File: config.mk
export PLATFORM = sky130hd
export DESIGN_NAME = edge_irq_ctrl
export DESIGN_NICKNAME = d
export VERILOG_FILES = /design/src/rtl/eil_pkg.sv /design/src/rtl/irq_sync_edge.sv /design/src/rtl/irq_mask_bank.sv /design/src/rtl/irq_latch.sv /design/src/rtl/edge_irq_ctrl.sv
export SDC_FILE = /design/constraint.sdc
export NUM_CORES = 1
export LEC_CHECK = 0
export CAP_MARGIN = 10
export CORE_UTILIZATION = 50
export DETAILED_ROUTE_END_ITERATION = 8
export PLACE_DENSITY = 0.86
export SYNTH_ARGS = -nofsm -noshare
export SYNTH_HDL_FRONTEND = slang
export SYNTH_SLANG_ARGS = --single-unit
File: constraint.sdc
create_clock -name clk_i -period 1.7 [get_ports clk_i]
set_input_delay 0.425 -clock clk_i [delete_from_list [all_inputs] [get_ports clk_i]]
set_output_delay 0.425 -clock clk_i [all_outputs]
set_load 0.01 [all_outputs]
File: src/rtl/eil_pkg.sv
package eil_pkg;
  localparam int unsigned ADDR_W = 3;

  typedef enum logic [ADDR_W-1:0] {
    A_FE_SET  = 3'd0,
    A_FE_CLR  = 3'd1,
    A_RE_SET  = 3'd2,
    A_RE_CLR  = 3'd3,
    A_PRI_SET = 3'd4,
    A_PRI_CLR = 3'd5,
    A_LAT_LO  = 3'd6,
    A_LAT_HI  = 3'd7
  } reg_addr_e;

  localparam int unsigned NUM_MASKS = 3;
  localparam int unsigned MSK_FE  = 0;
  localparam int unsigned MSK_RE  = 1;
  localparam int unsigned MSK_PRI = 2;
endpackage

File: src/rtl/irq_sync_edge.sv
module irq_sync_edge #(
  parameter int unsigned N      = 10,
  parameter int unsigned STAGES = 2
) (
  input  logic         clk_i,
  input  logic         rst_ni,
  input  logic [N-1:0] src_i,
  output logic [N-1:0] rise_o,
  output logic [N-1:0] fall_o
);
  logic [N-1:0] stage_q [STAGES];
  logic [N-1:0] prev_q;

  always_ff @(posedge clk_i or negedge rst_ni) begin
    if (!rst_ni) stage_q[0] <= '0;
    else         stage_q[0] <= src_i;
  end

  for (genvar s = 1; s < STAGES; s++) begin : g_stage
    always_ff @(posedge clk_i or negedge rst_ni) begin
      if (!rst_ni) stage_q[s] <= '0;
      else         stage_q[s] <= stage_q[s-1];
    end
  end

  always_ff @(posedge clk_i or negedge rst_ni) begin
    if (!rst_ni) prev_q <= '0;
    else         prev_q <= stage_q[STAGES-1];
  end

  assign rise_o = stage_q[STAGES-1] & ~prev_q;
  assign fall_o = ~stage_q[STAGES-1] & prev_q;

  // an edge pulse never lasts two cycles
  assert_edge_single_R11: assert property (@(posedge clk_i) disable iff (!rst_ni)
    ((rise_o | fall_o) != '0) |=> (($past(rise_o | fall_o) & (rise_o | fall_o)) == '0));
endmodule

File: src/rtl/irq_mask_bank.sv
module irq_mask_bank #(
  parameter int unsigned N = 10
) (
  input  logic         clk_i,
  input  logic         rst_ni,
  input  logic         set_i,
  input  logic         clr_i,
  input  logic [N-1:0] bits_i,
  output logic [N-1:0] q_o,
  output logic [N-1:0] nxt_o
);
  logic [N-1:0] q;

  always_comb begin
    nxt_o = q;
    if (set_i) nxt_o = nxt_o | bits_i;
    if (clr_i) nxt_o = nxt_o & ~bits_i;
  end

  always_ff @(posedge clk_i or negedge rst_ni) begin
    if (!rst_ni) q <= '0;
    else         q <= nxt_o;
  end

  assign q_o = q;

  assert_zero_write_R2: assert property (@(posedge clk_i) disable iff (!rst_ni)
    ((set_i || clr_i) && bits_i == '0) |=> $stable(q_o));
  assert_no_write_R2: assert property (@(posedge clk_i) disable iff (!rst_ni)
    (!set_i && !clr_i) |=> $stable(q_o));
endmodule

File: src/rtl/irq_latch.sv
module irq_latch #(
  parameter int unsigned N = 10
) (
  input  logic         clk_i,
  input  logic         rst_ni,
  input  logic [N-1:0] set_i,
  input  logic [N-1:0] rel_i,
  output logic [N-1:0] q_o
);
  logic [N-1:0] q;

  // release wins over a same-cycle edge
  always_ff @(posedge clk_i or negedge rst_ni) begin
    if (!rst_ni) q <= '0;
    else         q <= (q | set_i) & ~rel_i;
  end

  assign q_o = q;

  assert_hold_R8: assert property (@(posedge clk_i) disable iff (!rst_ni)
    1'b1 |=> (($past(q_o & ~rel_i) & ~q_o) == '0));
  assert_release_R9: assert property (@(posedge clk_i) disable iff (!rst_ni)
    (rel_i != '0) |=> ((q_o & $past(rel_i)) == '0));
endmodule

File: src/rtl/edge_irq_ctrl.sv
module edge_irq_ctrl
  import eil_pkg::*;
#(
  parameter int unsigned NUM_SRC     = 10,
  parameter int unsigned DATA_W      = 32,
  parameter int unsigned SRC_LSB     = 22,
  parameter int unsigned SYNC_STAGES = 2
) (
  input  logic                clk_i,
  input  logic                rst_ni,
  input  logic [NUM_SRC-1:0]  irq_src_i,
  input  logic                we_i,
  input  logic [ADDR_W-1:0]   addr_i,
  input  logic [DATA_W-1:0]   wdata_i,
  output logic [DATA_W-1:0]   rdata_o,
  output logic                irq_lo_o,
  output logic                irq_hi_o
);
  localparam int unsigned N = NUM_SRC;

  logic [N-1:0] rise, fall, hit, wr_bits, rel;
  logic [N-1:0] lat_lo, lat_hi, rd_sel;
  logic [N-1:0] msk_q [NUM_MASKS];
  logic [N-1:0] msk_n [NUM_MASKS];
  logic [NUM_MASKS-1:0] set_stb, clr_stb;
  logic [N-1:0] fe_q, re_q, pri_q, any_n;

  assign wr_bits = wdata_i[SRC_LSB +: N];

  irq_sync_edge #(.N(N), .STAGES(SYNC_STAGES)) u_sync (
    .clk_i, .rst_ni, .src_i(irq_src_i), .rise_o(rise), .fall_o(fall)
  );

  // mask k: set at word 2k, clear at word 2k+1
  for (genvar k = 0; k < NUM_MASKS; k++) begin : g_mask
    assign set_stb[k] = we_i && (addr_i == ADDR_W'(2*k));
    assign clr_stb[k] = we_i && (addr_i == ADDR_W'(2*k+1));
    irq_mask_bank #(.N(N)) u_bank (
      .clk_i, .rst_ni, .set_i(set_stb[k]), .clr_i(clr_stb[k]),
      .bits_i(wr_bits), .q_o(msk_q[k]), .nxt_o(msk_n[k])
    );
  end

  assign fe_q  = msk_q[MSK_FE];
  assign re_q  = msk_q[MSK_RE];
  assign pri_q = msk_q[MSK_PRI];
  assign any_n = msk_n[MSK_FE] | msk_n[MSK_RE] | msk_n[MSK_PRI];

  assign hit = (rise & re_q) | (fall & fe_q);
  assign rel = (|clr_stb) ? (wr_bits & ~any_n) : '0;

  irq_latch #(.N(N)) u_lat_lo (
    .clk_i, .rst_ni, .set_i(hit & ~pri_q), .rel_i(rel), .q_o(lat_lo)
  );
  irq_latch #(.N(N)) u_lat_hi (
    .clk_i, .rst_ni, .set_i(hit & pri_q), .rel_i(rel), .q_o(lat_hi)
  );

  assign irq_lo_o = |lat_lo;
  assign irq_hi_o = |lat_hi;

  always_comb begin
    unique case (reg_addr_e'(addr_i))
      A_FE_SET,  A_FE_CLR:  rd_sel = fe_q;
      A_RE_SET,  A_RE_CLR:  rd_sel = re_q;
      A_PRI_SET, A_PRI_CLR: rd_sel = pri_q;
      A_LAT_LO:             rd_sel = lat_lo;
      default:              rd_sel = lat_hi;
    endcase
    rdata_o = '0;
    rdata_o[SRC_LSB +: N] = rd_sel;
  end

  assert_needs_enable_R5: assert property (@(posedge clk_i) disable iff (!rst_ni)
    1'b1 |=> ((((lat_lo | lat_hi) & ~$past(lat_lo | lat_hi)) & ~$past(fe_q | re_q)) == '0));
  assert_hi_route_R6: assert property (@(posedge clk_i) disable iff (!rst_ni)
    1'b1 |=> (((lat_hi & ~$past(lat_hi)) & ~$past(pri_q)) == '0));
  assert_latch_masked_R8: assert property (@(posedge clk_i) disable iff (!rst_ni)
    (((lat_lo | lat_hi) & ~(fe_q | re_q | pri_q)) == '0));
  assert_irq_rise_R10: assert property (@(posedge clk_i) disable iff (!rst_ni)
    ($rose(irq_lo_o) || $rose(irq_hi_o)) |-> ($past(hit) != '0));
endmodule

### Word-level counts from Yosys, hierarchy flattened

Cells that the tools add are included.

| storage, ports and cells | value |
|---|---|
| bits in registers | 80 |
| input bits | 48 |
| output and inout bits | 34 |
| logic and storage cells | 61 |

| operators by class | value |
|---|---|
| eq/ne operators | 6 |
| muxes and demuxes | 8 |
| bitwise gates (word level) | 26 |
| reduce and logical (&&, ||, !) cells | 13 |

Operator list:

| cell | count |
|---|---|
| AND 10 bit | 12 |
| bitwise OR 10 bit | 8 |
| 2-to-1 mux 10 bit | 7 |
| inverter 10 bit | 6 |
| case mux 10 bit (4 select lines) | 1 |
| OR reduction 10 bit | 2 |
| equality test 3 bit, second input constant | 3 |
| equality test 3 x 2 -> 1 bit, second input constant | 2 |
| logical AND 1 bit | 6 |
| OR reduction 2 bit | 3 |
| equality test 3 x 1 -> 1 bit, second input constant | 1 |
| zero test 3 bit | 1 |
| OR reduction 3 bit | 1 |

### Longest topological paths before layout

Gate-level depths: netlist of run 1.

| logic depth | value |
|---|---|
| depth in word-level cells | 12 |
| mapped depth | 5 |
| gate-level depth less buffers | 3 |

### Cells and area by module

Synthesis of run 1 repeated with hierarchy kept, for this count alone.

| second synthesis, totals | value |
|---|---|
| cell total of the unflattened synthesis | 325 |
| area total of the unflattened synthesis | 3,688.5 um^2 |

Modules (own cells, without submodules):

| module | instances | cells each | area an instance (um^2) | sequential area each (um^2) |
|---|---|---|---|---|
| irq_mask_bank | 3 | 32 | 366.6 | 250.2 |
| edge_irq_ctrl | 1 | 139 | 962.2 | 0.0 |
| irq_sync_edge | 1 | 50 | 925.9 | 750.7 |
| irq_latch | 2 | 20 | 350.3 | 250.2 |

### Least setup slack after synthesis of run 1

Ideal clock, no wire load.

| timing | value |
|---|---|
| path kind | input to output |
| start | input addr_i[2] |
| end | output rdata_o[22] |
| arrival time | 1.208 ns |
| slack | 0.067 ns |
| cell stages on the path | 5 |
| buffers on the path | 2 |
| cells stage by stage | buf_6 -> buf_6 -> nand2_1 -> o22ai_1 -> a21oi_1 |

| on the way | value |
|---|---|
| cells in the longest elaborated chain, start to end | 3 |
| elaborated cells on any way between the ends | 11 |
| classes of those cells | eq/ne: 6; mux: 1; reduce/logical: 4 |

RTL lines:

| what | RTL line | RTL |
|---|---|---|
| start: declaration | edge_irq_ctrl.sv:13 | `input logic [ADDR_W-1:0] addr_i,` |
| equality test 3 bit, or another cell as far along | edge_irq_ctrl.sv:63 | `unique case (reg_addr_e'(addr_i))` |
| OR reduction 2 bit | edge_irq_ctrl.sv:63 |  |
| case mux 10 bit (4 select lines) * | edge_irq_ctrl.sv:63 |  |
| end: declaration | edge_irq_ctrl.sv:15 | `output logic [DATA_W-1:0] rdata_o,` |

Every way passes the cells marked *; elsewhere a longest branch is shown, timed or not.

### Final worst setup path of run 1

| timing | value |
|---|---|
| start | register u_lat_lo.q[8], in the netlist u_lat_lo.q_o[8] |
| end | output irq_lo_o |

| on the way | value |
|---|---|
| cells in the longest elaborated chain, start to end | 1 |

RTL lines:

| what | RTL line | RTL |
|---|---|---|
| start: declaration | irq_latch.sv:10 | `logic [N-1:0] q;` |
| start signal: assignment | irq_latch.sv:15 | `else q <= (q \| set_i) & ~rel_i;` |
| OR reduction 10 bit | edge_irq_ctrl.sv:59 | `assign irq_lo_o = \|lat_lo;` |
| end: declaration | edge_irq_ctrl.sv:16 | `output logic irq_lo_o,` |

Every way passes these cells.

==> flow_metrics.tcl, run 1 <==
set metrics [dict create \
    cp.arrival_ns 1.54 \
    detail-route-antenna-nets 0 \
    synthCells 353 \
    fillCellCount 510 \
    layout_setup_ws_ns -0.262 \
    grt_pass1_wl_um 17800 \
    vdd_drop_max_mv 0.814 \
    grt_pass1_vias 3494 \
    cp-end-kind "primary output" \
    critPathSlowestCell "dfrtp_1" \
    fin_crit_sh 1.15 \
    wl_per_cell_um 19.4 \
    dp_slack_ns -0.925 \
    cp_max_fo 2 \
    seq_power_share 0.424 \
    final_cell_mix "buf_4 (90), dfrtp_1 (80), inv_1 (40), a21oi_1 (25), conb_1 (22)" \
    synth_top_area_frac 0.508 \
    drt_iter0_markers 256 \
    viasPerCell 5.91 \
    cp_cell_sequence "nor4_4 > buf_4 > nand4_1 > buf_2" \
    final_common_cell "buf_4" \
    hold_class "reg -> reg" \
    dieWidth_um 90.8 \
    utilization 0.717 \
    drive_above_1_share 0.378 \
    slew_viol_final 0 \
    p_sw_w 0.00198 \
    antenna_cells 0 \
    firstDrtPassIters 5 \
    outcome "finished with violations" \
    port_buffers 37 \
    drt_wl_total_um 11500 \
    rsz0062_at_grt "yes" \
    vias 3498 \
    path_clk_slew_ns 0.08 \
    initial_core_util 0.513 \
    antenna_found_initial 0 \
    rows 32 \
    p_clk_frac 0.249 \
    hpwl_um 7230 \
    core_mm2 0.00769 \
    die_area_mm2 0.00824 \
    ys_seq_elements 80 \
    clockBufferDepth 2 \
    skew_ns 0.00917 \
    routabilityCongestion 0.865 \
    fmax_ghz 0.510 \
    worst_ep_required_time_ns 1.27 \
    yosysUniqueCellTypes 29 \
    cts_tree "built" \
    critPathMaxStageDelay_ns 0.41 \
    syn_area_mm2 0.00394 \
    clkLatencyLatePin_ns 0.36 \
    cts.root.buffer_cell "clkbuf_8" \
    synth_top_area_cell "dfrtp_1" \
    fin_setup_tns_ns -0.776 \
    startpoint_type "flop" \
    areaGrowthSynthToFinish_pct 39.9 \
    cap_violations 0 \
    swShare 0.319 \
    numClockSinks 80 \
    ys_seq_area_frac 0.508 \
    violations "setup timing" \
    grt_overflow 0 \
    finalCriticalPeriod_ns 1.96 \
    critical_path.top_delay_family "simple AND/OR/NAND/NOR gates" \
    ys_top_cells_by_area "dfrtp_1 (51%), buf_4 (5.0%), a32oi_1 (4.4%)" \
    grt_use_total 0.286 \
    ys_warn_count 0 \
    p_leak_nw 2.63 \
    path_class "reg -> out" \
    nNetsFinal 533 \
    syn_area_per_cell_um2 11.2 \
    hold_violations 0 \
    power_frac_comb 0.328 \
    worst-path-buf-inv 2 \
    cts_made_buffers 9 \
    p_int_w 0.00423 \
    p_per_area_mw_per_mm2 1130 \
    grt_max_degree 38 \
    setup-violations-final 13 \
    die_y_um 90.8 \
    drc 0 \
    ios 82 \
    h-tree-depth 3 \
]
## synthesized netlist by cell type
master     number
a2111oi_2      10
a21oi_1        30
a32oi_1        20
and2_1          1
and3b_1        20
and4bb_1        3
and4bb_2        7
buf_2           4
buf_4          26
buf_6           3
clkbuf_1        4
clkinv_1        1
conb_1          1
dfrtp_1        80
inv_1          40
inv_2           1
mux2_2         10
mux2i_1        10
nand2_1        12
nand3b_1        1
nand3b_2        1
nand4_1         2
nor3_4          1
nor4_1          4
nor4bb_4        1
o21ai_0        20
o21bai_1       10
o22ai_1        20
o31ai_1        10
## power by group through the flow
stage | Combinational [W] | Sequential (W) | Clock [W]
floorplan | 0.000805 | 0.00257 | 0
global placement | 0.00164 | 0.00258 | 0
detailed placement | 0.00171 | 0.00260 | 0
CTS | 0.00187 | 0.00260 | 0.00156
global route | 0.00217 | 0.00267 | 0.00163
finish | 0.00204 | 0.00263 | 0.00154
## path summary, 6_finish.rpt
path	slack, ns	start	cells after the start	endpoint
setup / recovery	-0.26	u_lat_lo.q_o[8]	4	irq_lo_o
hold / removal	0.35	u_sync.stage_q[12]	0	u_sync.stage_q[2]
setup reg to reg	0.22	g_mask[2].u_bank.q_o[6]	5	u_lat_lo.q_o[6]
hold reg to reg	0.35	u_sync.stage_q[12]	0	u_sync.stage_q[2]
max in group asynchronous	0.61	rst_ni	3	g_mask[0].u_bank.q_o[7]
min in group asynchronous	0.54	rst_ni	2	u_sync.prev_q[2]
## layout make-up
cell class,instances,area (um2),area share
well taps,102,128,0.0232
inverters,42,158,0.0286
multi-input cells,215,1830,0.333
clock buffers,13,149,0.0270
repair buffers,137,1170,0.213
clock inverters,3,65.1,0.0118
flip-flops and latches,80,2000,0.363
## timing repair
item	in CTS	in global routing
resized for setup	99	14
pin swaps	16	0
cloned	2	0
buffers inserted	8	6
hold endpoints to repair	21	0
setup endpoints to repair	49	19
hold buffers	1	0
## registers in the layout, indices dropped and copies added, names as in the netlist
register	count
u_sync.prev_q	10
u_lat_hi.q_o	10
g_mask.u_bank.q_o	30
u_sync.stage_q	20
u_lat_lo.q_o	10
## through the flow
stage / power [W] / hold WS (ns) / cells / instance area [um2]
4_1_cts: 0.00603 / 0.355 / 586 / 5380
3_3_place_gp: 0.00422 / 0.333 / 559 / 4940
2_1_floorplan: 0.00338 / 0.129 / 374 / 4020
6_report: 0.00621 / 0.352 / 592 / 5510
5_1_grt: 0.00647 / 0.357 / 592 / 5510
3_5_place_dp: 0.00431 / 0.337 / 559 / 4940
## cells by family after synthesis
family / Yosys count / share of synthesized area
AO/OA/AOI/OAI: 120 / 0.216
flip-flops: 80 / 0.508
buffers and inverters: 79 / 0.107
AND/OR/NAND/NOR: 53 / 0.114
multiplexers: 20 / 0.0540
other: 1 / 0.000952
## metal layers
layer | track usage | wire (um)
met3 | 0.0640 | 871
met1 | 0.346 | 4400
met5 | 0 | 0
met2 | 0.491 | 5890
met4 | 0.126 | 326
Power figures use the tool's default switching activity.
==> run 2, diff against run 1 <==
CORE_UTILIZATION = 24   (was 50)
PLACE_DENSITY = 0.52   (was 0.86)
==> flow_metrics.tcl, run 2 (synthesis results as in run 1) <==
set metrics [dict create \
    numClockSinks 80 \
    drive_above_1_share 0.375 \
    critPathSlowestCell "dfrtp_1" \
    nNetsFinal 534 \
    core_mm2 0.0159 \
    slew_viol_final 0 \
    fin_crit_sh 1.21 \
    detail-route-antenna-nets 0 \
    path_clk_slew_ns 0.06 \
    antenna_cells 0 \
    ios 82 \
    outcome "finished with violations" \
    cts_hold_buf 0 \
    cap_violations 0 \
    final_cell_mix "buf_4 (87), dfrtp_1 (80), inv_1 (40), a21oi_1 (25), conb_1 (22)" \
    h-tree-depth 3 \
    critPathMaxStageDelay_ns 0.43 \
    initial_core_util 0.247 \
    startpoint_type "flop" \
    tightest_slew_ns 0.534 \
    violations "setup timing" \
    cp_cell_sequence "nor4_4 > buf_4 > nand4_1 > buf_2" \
    worstReg2RegEnd "u_lat_hi.q_o[0]" \
    reg2regPathDepth 4 \
    cts_made_buffers 9 \
    hold_violations 0 \
    worst_ep_required_time_ns 1.27 \
    layout_setup_ws_ns -0.362 \
    grt_use_total 0.149 \
    grt_max_degree 30 \
    firstDrtPassIters 4 \
    cts_tree "built" \
    cp-end-kind "primary output" \
    grt_pass1_vias 3457 \
    r2r_start "g_mask[2].u_bank.q_o[0]" \
    grt_pass1_wl_um 18700 \
    cp_max_fo 2 \
    largest_reg_flops 30 \
    relSlewSlack 0.644 \
    hold_class "in -> async" \
    clkLatencyLatePin_ns 0.34 \
    areaGrowthSynthToFinish_pct 48.4 \
    vdd_drop_max_mv 0.575 \
    routabilityCongestion 0.827 \
    worst-path-buf-inv 2 \
    drt_wl_total_um 12000 \
    dieWidth_um 130 \
    reg2reg_slack_ns 0.40 \
    fillCellCount 1560 \
    wl_per_cell_um 17.0 \
    critical_path.top_delay_family "simple AND/OR/NAND/NOR gates" \
    port_buffers 37 \
    fin_setup_tns_ns -1.29 \
    die_y_um 130 \
    p_per_area_mw_per_mm2 1120 \
    dp.cells 680 \
    finalCriticalPeriod_ns 2.06 \
    viasPerCell 4.69 \
    rows 46 \
    instances_no_fill 707 \
    skew_ns 0.00823 \
    drt_iter0_markers 149 \
    grt_overflow 0 \
    drc 0 \
    path_class "reg -> out" \
    fmax_ghz 0.485 \
    p_leak_nw 2.69 \
    rsz0062_at_grt "yes" \
    final_common_cell "buf_4" \
    cts.root.buffer_cell "clkbuf_16" \
    clockBufferDepth 2 \
    hpwl_um 7660 \
    total_power_w 0.00657 \
    vias 3314 \
    setup-violations-final 11 \
    cp.arrival_ns 1.64 \
    antenna_found_initial 0 \
    die_area_mm2 0.0169 \
]
run 2: changes by cell type in the layout (fill, tap and decap cells not counted), moves of 4 or more:
| cell | previous run | this run |
|---|---|---|
| clkbuf_16 | 0 | 9 |
| o22ai_1 | 5 | 9 |
| a2111oi_2 | 8 | 2 |
| buf_6 | 3 | 7 |
| clkbuf_8 | 10 | 1 |
| a2111oi_4 | 2 | 8 |
| o22ai_2 | 13 | 9 |
run 2: repair_timing:
item / CTS / global route
gates cloned: 3 / 0
pin swaps: 12 / 4
endpoints found under the setup margin: 50 / 32
setup buffers: 7 / 1
resized for setup: 105 / 19
hold endpoints to repair: 0 / 0
run 2: area by class of cell:
class	instances	area, um2	share of cell area
Sequential cell	80	2000	0.342
Multi-Input combinational cell	215	1890	0.323
Tap cell	216	270	0.0462
Inverter	42	158	0.0270
Clock inverter	2	38.8	0.00663
Clock buffer	14	254	0.0434
Timing Repair Buffer	138	1230	0.211
run 2: worst max-delay path by stage:
stage	from	to	slack, ns	depth (start not counted)
global placement	addr_i[0]	rdata_o[27]	-0.94	6
CTS	u_lat_lo.q_o[5]	irq_lo_o	-0.28	4
global route	u_lat_lo.q_o[5]	irq_lo_o	-0.39	4
finish	u_lat_lo.q_o[5]	irq_lo_o	-0.36	4
detailed placement	addr_i[2]	rdata_o[27]	-0.95	6
floorplan	addr_i[2]	rdata_o[22]	0.07	5
run 2: worst reg2reg max path, stage by stage, from the launching register on:
cell       delay [ns]
dfrtp_1          0.38
buf_4            0.13
buf_4            0.14
a2111oi_4        0.36
a32oi_1          0.15
run 2: through the flow:
step,hold slack (ns),utilization,cell area [um2],setup WS [ns]
floorplan,0.129,-,4020,0.0674
global placement,0.331,0.322,5130,-0.943
detailed placement,0.336,0.322,5130,-0.951
CTS,0.0129,0.357,5690,-0.282
global route,0.0275,0.367,5850,-0.392
finish,0.0102,0.367,5850,-0.362
run 2: metal layers:
metal	vias up	wire length, um	global-route usage
met4	0	149	0.0465
li1	1538	-	-
met1	1650	5520	0.198
met2	110	5800	0.243
met5	-	0	0
met3	16	548	0.0312
run 2: power by group:
part / leakage, nW / internal (W) / switching, W
Sequential: 0.931 / 0.00231 / 0.000285
Combinational: 1.62 / 0.00106 / 0.000958
Clock: 0.141 / 0.00118 / 0.000772
Total: 2.69 / 0.00455 / 0.00202
